<file path="src/rtl/fc_pkg.sv">
`timescale 1ns/1ps
package fc_pkg;
  localparam int NSTG  = 6;
  localparam int ST_FI = 0;
  localparam int ST_DI = 1;
  localparam int ST_CO = 2;
  localparam int ST_FO = 3;
  localparam int ST_EI = 4;
  localparam int ST_WO = 5;

  typedef enum logic [1:0] {
    SRC_SEQ = 2'd0,
    SRC_CO  = 2'd1,
    SRC_EI  = 2'd2,
    SRC_VEC = 2'd3
  } fetch_src_e;
endpackage

</file>
<file path="src/rtl/fc_fetch_ctr.sv">
`timescale 1ns/1ps
module fc_fetch_ctr #(
  parameter int AW = 16,
  parameter int TW = 4,
  parameter logic [AW-1:0] RESET_PC = '0
) (
  input  logic          clk,
  input  logic          rst_n,
  input  logic          advance,
  input  logic [AW-1:0] fetch_addr,
  output logic [AW-1:0] seq_pc,
  output logic [TW-1:0] next_tag
);
  always_ff @(posedge clk or negedge rst_n) begin
    if (!rst_n) begin
      seq_pc   <= RESET_PC;
      next_tag <= '0;
    end else if (advance) begin
      seq_pc   <= fetch_addr + 1'b1;
      next_tag <= next_tag + 1'b1;
    end
  end
endmodule

</file>
<file path="src/rtl/fc_stage_pipe.sv">
`timescale 1ns/1ps
module fc_stage_pipe #(
  parameter int AW = 16,
  parameter int TW = 4,
  parameter int N  = 6
) (
  input  logic                  clk,
  input  logic                  rst_n,
  input  logic                  advance,
  input  logic [AW-1:0]         in_pc,
  input  logic [TW-1:0]         in_tag,
  input  logic [N-1:0]          kill,
  output logic [N-1:0]          v_q,
  output logic [N-1:0][AW-1:0]  pc_q,
  output logic [N-1:0][TW-1:0]  tag_q
);
  always_ff @(posedge clk or negedge rst_n) begin
    if (!rst_n) begin
      v_q   <= '0;
      pc_q  <= '0;
      tag_q <= '0;
    end else if (advance) begin
      v_q[0]   <= 1'b1;
      pc_q[0]  <= in_pc;
      tag_q[0] <= in_tag;
      for (int s = 1; s < N; s++) begin
        v_q[s]   <= v_q[s-1] & ~kill[s-1];
        pc_q[s]  <= pc_q[s-1];
        tag_q[s] <= tag_q[s-1];
      end
    end
  end
endmodule

</file>
<file path="src/rtl/fc_redirect.sv">
`timescale 1ns/1ps
module fc_redirect
  import fc_pkg::*;
#(
  parameter int AW = 16,
  parameter logic [AW-1:0] VEC_ADDR = '0
) (
  input  logic                     advance,
  input  logic [NSTG-1:0]          stage_v,
  input  logic [NSTG-1:0][AW-1:0]  stage_pc,
  input  logic [AW-1:0]            seq_pc,
  input  logic                     co_jump,
  input  logic [AW-1:0]            co_target,
  input  logic                     ei_taken,
  input  logic [AW-1:0]            ei_target,
  input  logic                     irq_req,
  output fetch_src_e               src,
  output logic [AW-1:0]            fetch_addr,
  output logic [NSTG-1:0]          kill,
  output logic                     irq_ack,
  output logic [AW-1:0]            ret_addr
);
  localparam logic [NSTG-1:0] DEEP    = {{(NSTG-ST_EI){1'b0}}, {ST_EI{1'b1}}};
  localparam logic [NSTG-1:0] SHALLOW = {{(NSTG-ST_CO){1'b0}}, {ST_CO{1'b1}}};

  logic ei_fire, co_fire, irq_fire;

  assign ei_fire  = advance & ei_taken & stage_v[ST_EI];
  assign co_fire  = advance & co_jump  & stage_v[ST_CO];
  assign irq_fire = advance & irq_req;

  always_comb begin
    src        = SRC_SEQ;
    fetch_addr = seq_pc;
    kill       = '0;
    irq_ack    = 1'b0;
    if (irq_fire) begin
      src        = SRC_VEC;
      fetch_addr = VEC_ADDR;
      kill       = stage_v & DEEP;
      irq_ack    = 1'b1;
    end else if (ei_fire) begin
      src        = SRC_EI;
      fetch_addr = ei_target;
      kill       = stage_v & DEEP;
    end else if (co_fire) begin
      src        = SRC_CO;
      fetch_addr = co_target;
      kill       = stage_v & SHALLOW;
    end
  end

  // oldest unfinished instruction: highest valid stage below execute wins
  always_comb begin
    ret_addr = seq_pc;
    for (int s = 0; s <= ST_FO; s++) begin
      if (stage_v[s]) ret_addr = stage_pc[s];
    end
    if (ei_fire) ret_addr = ei_target;
  end
endmodule

</file>
<file path="src/rtl/pipe_flush_ctl.sv">
`timescale 1ns/1ps
module pipe_flush_ctl
  import fc_pkg::*;
#(
  parameter int AW = 16,
  parameter int TW = 4,
  parameter logic [AW-1:0] RESET_PC = 16'h0100,
  parameter logic [AW-1:0] VEC_ADDR = 16'hFF00
) (
  input  logic          clk,
  input  logic          rst_n,
  input  logic          co_jump,
  input  logic [AW-1:0] co_target,
  input  logic          ei_taken,
  input  logic [AW-1:0] ei_target,
  input  logic          irq_req,
  output logic          fetch_en,
  output logic [AW-1:0] fetch_addr,
  output logic [1:0]    fetch_src,
  output logic [5:0]    stage_valid,
  output logic [5:0]    stage_kill,
  output logic          irq_ack,
  output logic [AW-1:0] irq_ret_addr,
  output logic          ret_valid,
  input  logic          ret_ready,
  output logic [AW-1:0] ret_pc,
  output logic [TW-1:0] ret_tag
);
  logic                    advance;
  logic [AW-1:0]           seq_pc;
  logic [TW-1:0]           next_tag;
  logic [NSTG-1:0]         st_v;
  logic [NSTG-1:0][AW-1:0] st_pc;
  logic [NSTG-1:0][TW-1:0] st_tag;
  logic [NSTG-1:0]         kill;
  fetch_src_e              src;
  logic [AW-1:0]           faddr;

  assign advance = ~st_v[ST_WO] | ret_ready;

  fc_fetch_ctr #(.AW(AW), .TW(TW), .RESET_PC(RESET_PC)) u_fetch (
    .clk(clk), .rst_n(rst_n), .advance(advance),
    .fetch_addr(faddr), .seq_pc(seq_pc), .next_tag(next_tag)
  );

  fc_redirect #(.AW(AW), .VEC_ADDR(VEC_ADDR)) u_redir (
    .advance(advance), .stage_v(st_v), .stage_pc(st_pc), .seq_pc(seq_pc),
    .co_jump(co_jump), .co_target(co_target),
    .ei_taken(ei_taken), .ei_target(ei_target), .irq_req(irq_req),
    .src(src), .fetch_addr(faddr), .kill(kill),
    .irq_ack(irq_ack), .ret_addr(irq_ret_addr)
  );

  fc_stage_pipe #(.AW(AW), .TW(TW), .N(NSTG)) u_pipe (
    .clk(clk), .rst_n(rst_n), .advance(advance),
    .in_pc(faddr), .in_tag(next_tag), .kill(kill),
    .v_q(st_v), .pc_q(st_pc), .tag_q(st_tag)
  );

  assign fetch_en    = advance;
  assign fetch_addr  = faddr;
  assign fetch_src   = src;
  assign stage_valid = st_v;
  assign stage_kill  = kill;
  assign ret_valid   = st_v[ST_WO];
  assign ret_pc      = st_pc[ST_WO];
  assign ret_tag     = st_tag[ST_WO];
endmodule

</file>
<file path="config.mk">
export PLATFORM = sky130hd
export DESIGN_NAME = pipe_flush_ctl
export DESIGN_NICKNAME = d
export VERILOG_FILES = /design/src/rtl/fc_pkg.sv /design/src/rtl/fc_fetch_ctr.sv /design/src/rtl/fc_stage_pipe.sv /design/src/rtl/fc_redirect.sv /design/src/rtl/pipe_flush_ctl.sv
export SDC_FILE = /design/constraint.sdc
export NUM_CORES = 1
export LEC_CHECK = 0
export ABC_CLOCK_PERIOD_IN_PS = 5400
export BUFFER_PORTS_ARGS = -buffer_cell sky130_fd_sc_hd__clkbuf_2
export CAP_MARGIN = 40
export CORE_ASPECT_RATIO = 1.25
export CORE_MARGIN = 4
export CORE_UTILIZATION = 45
export DETAILED_ROUTE_END_ITERATION = 7
export PLACE_DENSITY = 0.65
export RECOVER_POWER = 25
export REMOVE_ABC_BUFFERS = 1
export SYNTH_ARGS = -nofsm -noshare
export SYNTH_HDL_FRONTEND = slang
export SYNTH_HIERARCHICAL = 1
export SYNTH_SLANG_ARGS = --single-unit
</file>
<file path="constraint.sdc">
create_clock -name clk -period 5.4 [get_ports clk]
set_input_delay 0.54 -clock clk [delete_from_list [all_inputs] [get_ports clk]]
set_output_delay 0.54 -clock clk [all_outputs]
set_load 0.02 [all_outputs]
</file>
# Word level (Yosys, flattened, before mapping)
# Index checks and enable logic that the tools add are counted.
# word_totals
ff_bits	146
inputBits	38
out_inout_bits	69
# classes
add_sub_neg	2
mux	15
bitwise	17
# ops
op	count
2-to-1 mux 16 bit	8
adder 16 x 1 -> 16 bit (second input constant)	1
2-to-1 mux 6 bit	2
bitwise AND 1 bit	10
2-to-1 mux 2 bit	3
inverter 1 bit	6
adder 4 x 1 -> 4 bit (second input constant)	1
2-to-1 mux 1 bit	2
OR 1 bit	1

# Longest topological paths before layout
# logic_depth
depth_word	9
mapped_depth	10
ltp_nobuf	8

# Hierarchy
# Netlist, hierarchy kept.
# by_module_without_submodules
module	instances	cells_each	area_each_um2	seq_area_each_um2
fc_stage_pipe	1	277	5027.3	3153.0
fc_redirect	1	191	1258.7	0.0
fc_fetch_ctr	1	111	1077.3	501.7
pipe_flush_ctl	1	2	13.8	0.0

# Least setup slack after synthesis
# No wires, ideal clock.
# synth_path
path_type	input port to flip-flop
startpoint	in ret_ready
endpoint	reg u_fetch.seq_pc[15]
t_arrival_ps	3192
required_time_ps	5310
setup_slack_ps	2118
cell_stages	8
n_path_buf	1
cell_sequence	nand2b_1 clkbuf_1 and4_1 a211oi_1 o21ai_0 nand4_2 or4_1 o221ai_1
# synth_between
elab_chain_cells	7
word_cells_on_any_way	10
classes_between	add/sub: 1; mux: 3; bitwise: 6
# synth_rtl
element	line	text
start: declaration	pipe_flush_ctl.sv:25	input logic ret_ready,
OR 1 bit *	pipe_flush_ctl.sv:39	assign advance = ~st_v[ST_WO] | ret_ready;
bitwise AND 1 bit (2 in a row)	fc_redirect.sv:29	assign co_fire = advance & co_jump & stage_v[ST_CO];
2-to-1 mux 16 bit	fc_redirect.sv:46	end else if (co_fire) begin
2-to-1 mux 16 bit	fc_redirect.sv:42	end else if (ei_fire) begin
2-to-1 mux 16 bit *	fc_redirect.sv:37	if (irq_fire) begin
net fetch_addr[8]	pipe_flush_ctl.sv:18	output logic [AW-1:0] fetch_addr,
adder 16 x 1 -> 16 bit *	fc_fetch_ctr.sv:19	seq_pc <= fetch_addr + 1'b1;
end signal: assignment	fc_fetch_ctr.sv:19	
end: declaration	fc_fetch_ctr.sv:11	output logic [AW-1:0] seq_pc,
# The timed path passes the listed nets; every way through them passes the cells marked *.
# A chain may end at the register's enable or synchronous reset.

# Worst setup path in the final report
# layout_path
startpoint	reg u_pipe.v_q[5]
endpoint	out fetch_addr[8]
# layout_between
elab_chain_cells	7
word_cells_on_any_way	10
classes_between	mux: 3; bitwise: 7
# layout_rtl
element	line	text
start: declaration	fc_stage_pipe.sv:13	output logic [N-1:0] v_q,
start signal: indexed assignment	fc_stage_pipe.sv:27	v_q[s] <= v_q[s-1] & ~kill[s-1];
inverter 1 bit *	pipe_flush_ctl.sv:39	
OR 1 bit *	pipe_flush_ctl.sv:39	
bitwise AND 1 bit (2 in a row)	fc_redirect.sv:29	
2-to-1 mux 16 bit	fc_redirect.sv:46	
2-to-1 mux 16 bit	fc_redirect.sv:42	
2-to-1 mux 16 bit *	fc_redirect.sv:37	
end: declaration	pipe_flush_ctl.sv:18	
# Mark *: on every way between the ends. The rest lies on a longest branch, timed or not.

==> impl_metrics.json <==
{
  "synth-edff-count": 0,
  "cts_buffer_depth": 2,
  "hold_class": "primary input to asynchronous set/reset pin",
  "die_y_um": 151,
  "gp_congestion": 0.846,
  "synth_top_cell_area_share": 0.492,
  "yosys_warnings": 6,
  "drtAntennaViolNets": 0,
  "worstPathCellList": "nand2b_4 -> buf_4 -> and4_1 -> a211oi_1 -> o21ai_0 -> clkbuf_2",
  "wl_met1_um": 7480,
  "cp_slowest_stage_delay_ns": 0.69,
  "place_inst": 870,
  "required_ns": 4.86,
  "cts_hold_buf": 0,
  "grt_antenna_before_repair": 0,
  "async_reset_ff_frac": 1.00,
  "routed.top_layer": "met4",
  "drc": 0,
  "yosys-mux-area-fraction": 0.263,
  "htree_levels": 4,
  "cap_viol_max_count": 0,
  "ctsResizeCount": 0,
  "p_leak_nw": 4.11,
  "io_buffer_count": 104,
  "area_delta_synth_final_pct": 16.5,
  "placed_area_um2": 8000,
  "grt_pass1_wl_um": 28200,
  "yosys.area.top_type": "dfrtp_1",
  "yosys.area_share.simple": 0.0694,
  "cellPowerDensity_nw_per_um2": 618,
  "synth_cells": 581,
  "dominantRegCellSynth": "dfrtp_1",
  "timing_hold_violations_final": 0,
  "maxSlewViolCount": 0,
  "drtPass1Iterations": 5,
  "drtIter0Drc": 405,
  "grt_max_degree": 91,
  "crit_path_start": "u_pipe/v_q[5]$_DFFE_PN0P_",
  "layout-drive-gt1-share": 0.424,
  "root_buffer": "clkbuf_16",
  "cts_tree": "done",
  "vias": 4959,
  "core-area_um2": 16100,
  "die_w_um": 123,
  "io_pins": 107,
  "wl_met2_um": 8690,
  "cts.sinks": 146,
  "end_kind": "primary output",
  "drt_wl_total_um": 17400,
  "syn_area_per_cell_um2": 12.7,
  "cp.arrival_ns": 3.05,
  "via_per_inst": 5.50,
  "post-route-min-period_ns": 3.59,
  "tightestPinTransition_ns": 0.811,
  "outcome": "completed",
  "cts-buffers-inserted": 17,
  "fin_nets": 713,
  "post_cts_buffers": 0,
  "synth_top_family_by_area": "multiplexers",
  "clk_pin_slew_ns": 0.06,
  "netlist_area_um2": 7380,
  "startpoint_type": "register",
  "synth-compound-area-share": 0.111,
  "setup_violations": 0,
  "dpl.hpwl_um": 11300,
  "max-vdd-ir-drop_v": 0.000306,
  "grt_usage": 0.196,
  "synth_xor_area_frac": 0.00712,
  "finClkSkew_ns": 0.0154,
  "synth_area_leaders": "dfrtp_1, mux2_4, mux2_2, o21ai_0, buf_6",
  "relSlewSlack": 0.454,
  "synth_seq_cells": 146,
  "worstSetupPathType": "register to primary output",
  "max_freq_mhz": 278,
  "yosysUniqueCellTypes": 49,
  "fp-row-count": 52,
  "rsz0062_at_grt": "false",
  "fin_cells": 902,
  "wire_per_inst_um": 19.3,
  "slowest_stage": "o21ai_0",
  "path_max_fanout": 40,
  "overflow": 0,
  "antenna_cells": 0,
  "die_area_um2": 18500,
  "crit_family": "buffers and inverters",
  "path_buf_inv": 2,
  "clock_latency_ns": 0.43,
  "r2r-start": "u_pipe/v_q[5]$_DFFE_PN0P_",
  "initial_utilization": 0.457,
  "synthAdderAreaFrac": 0.00339,
  "fin_area_um2": 8600,
  "route.met3.wl_um": 793,
  "grt_pass1_vias": 5246,
  "ys_seq_area_frac": 0.495,
  "post-route-period-util": 0.665
}
## area by class of cell
class | count | area, um^2
repair buffers | 117 | 656
inverters | 14 | 52.6
flip-flops and latches | 146 | 3650
clock inverters | 9 | 130
fillers | 1431 | 7540
well taps | 216 | 270
multi-input cells | 377 | 3360
clock buffers | 23 | 468
## routing by layer
layer / global-route usage / up-vias
li1: - / 2309
met1: 0.251 / 2506
met3: 0.0516 / 32
met4: 0.0756 / 0
met5: 0 / -
met2: 0.318 / 112
## registers in the layout, summed over array words and instances (netlist names)
signal            flops
u_pipe/pc_q          96
u_fetch/seq_pc       16
u_fetch/next_tag      4
u_pipe/v_q            6
u_pipe/tag_q         24
## cell families after synthesis
group           count (synthesis)
mux                           147
flops                         146
compound gates                129
simple gates                   91
buf+inv                        59
xor+xnor                        6
fa+ha+maj                       2
other cells                     1
## worst register-to-register path: stages, from the launching register on
cell      delay [ns]
dfrtp_1         0.43
nand2b_4        0.29
buf_4           0.60
and4_1          0.30
a211oi_1        0.05
o21ai_0         0.61
nand4_2         0.36
or4_1           0.58
o221ai_1        0.17
## report_power, final
part,internal (mW),switching (mW)
Clock,0.750,0.445
Sequential,1.57,0.346
Combinational,1.04,1.16
Total,3.36,1.95
## Yosys cell counts, drive strengths merged, types with 8 or more instances
library cell and instances:
nand2 22, o21ai 56, and4 8, buf 35, a21oi 13, a221oi 15
a211oi 8, clkbuf 10, dfrtp 145, a31oi 8, nor2 20, a21o 15
mux2 137, mux2i 10, inv 14
## per-stage QoR
step	worst slack [ns]	total power, mW	hold WS (ns)	utilization	TNS [ns]
2_1_floorplan	-5.64	3.49	0.244	-	-447.69
3_3_place_gp	1.90	4.03	0.460	0.492	0
3_5_place_dp	1.72	4.12	0.464	0.496	0
4_1_cts	1.78	5.34	0.222	0.533	0
5_1_grt	1.55	5.63	0.232	0.533	0
6_report	1.81	5.31	0.181	0.533	0
## worst paths after layout
path                                                         to  slack, ns  depth (start not counted)
worst max-delay path                              fetch_addr[8]       1.81                          6
max in group asynchronous             u_pipe/v_q[2]$_DFFE_PN0P_       3.94                          2
worst min-delay path                u_pipe/pc_q[83]$_DFFE_PN0P_       0.18                          1
worst min register to register  u_fetch/next_tag[3]$_DFFE_PN0P_       0.47                          1
worst max register to register   u_fetch/seq_pc[15]$_DFFE_PN0P_       1.94                          8
min in group clk                u_fetch/next_tag[3]$_DFFE_PN0P_       0.47                          1
## cells in the final DEF (no fill, tap or decap), types with 8 or more instances in the layout
master / instances
buf_4: 10
mux2i_1: 10
o21ai_1: 8
a221oi_1: 14
a31oi_1: 8
nor2_1: 19
and4_1: 8
o21ai_0: 48
a21o_1: 15
nand2_1: 22
clkbuf_2: 103
a21oi_1: 13
clkbuf_16: 17
mux2_4: 79
a211oi_1: 8
inv_1: 14
dfrtp_1: 145
mux2_2: 58
No activity file was read; power rests on OpenSTA's default activity.
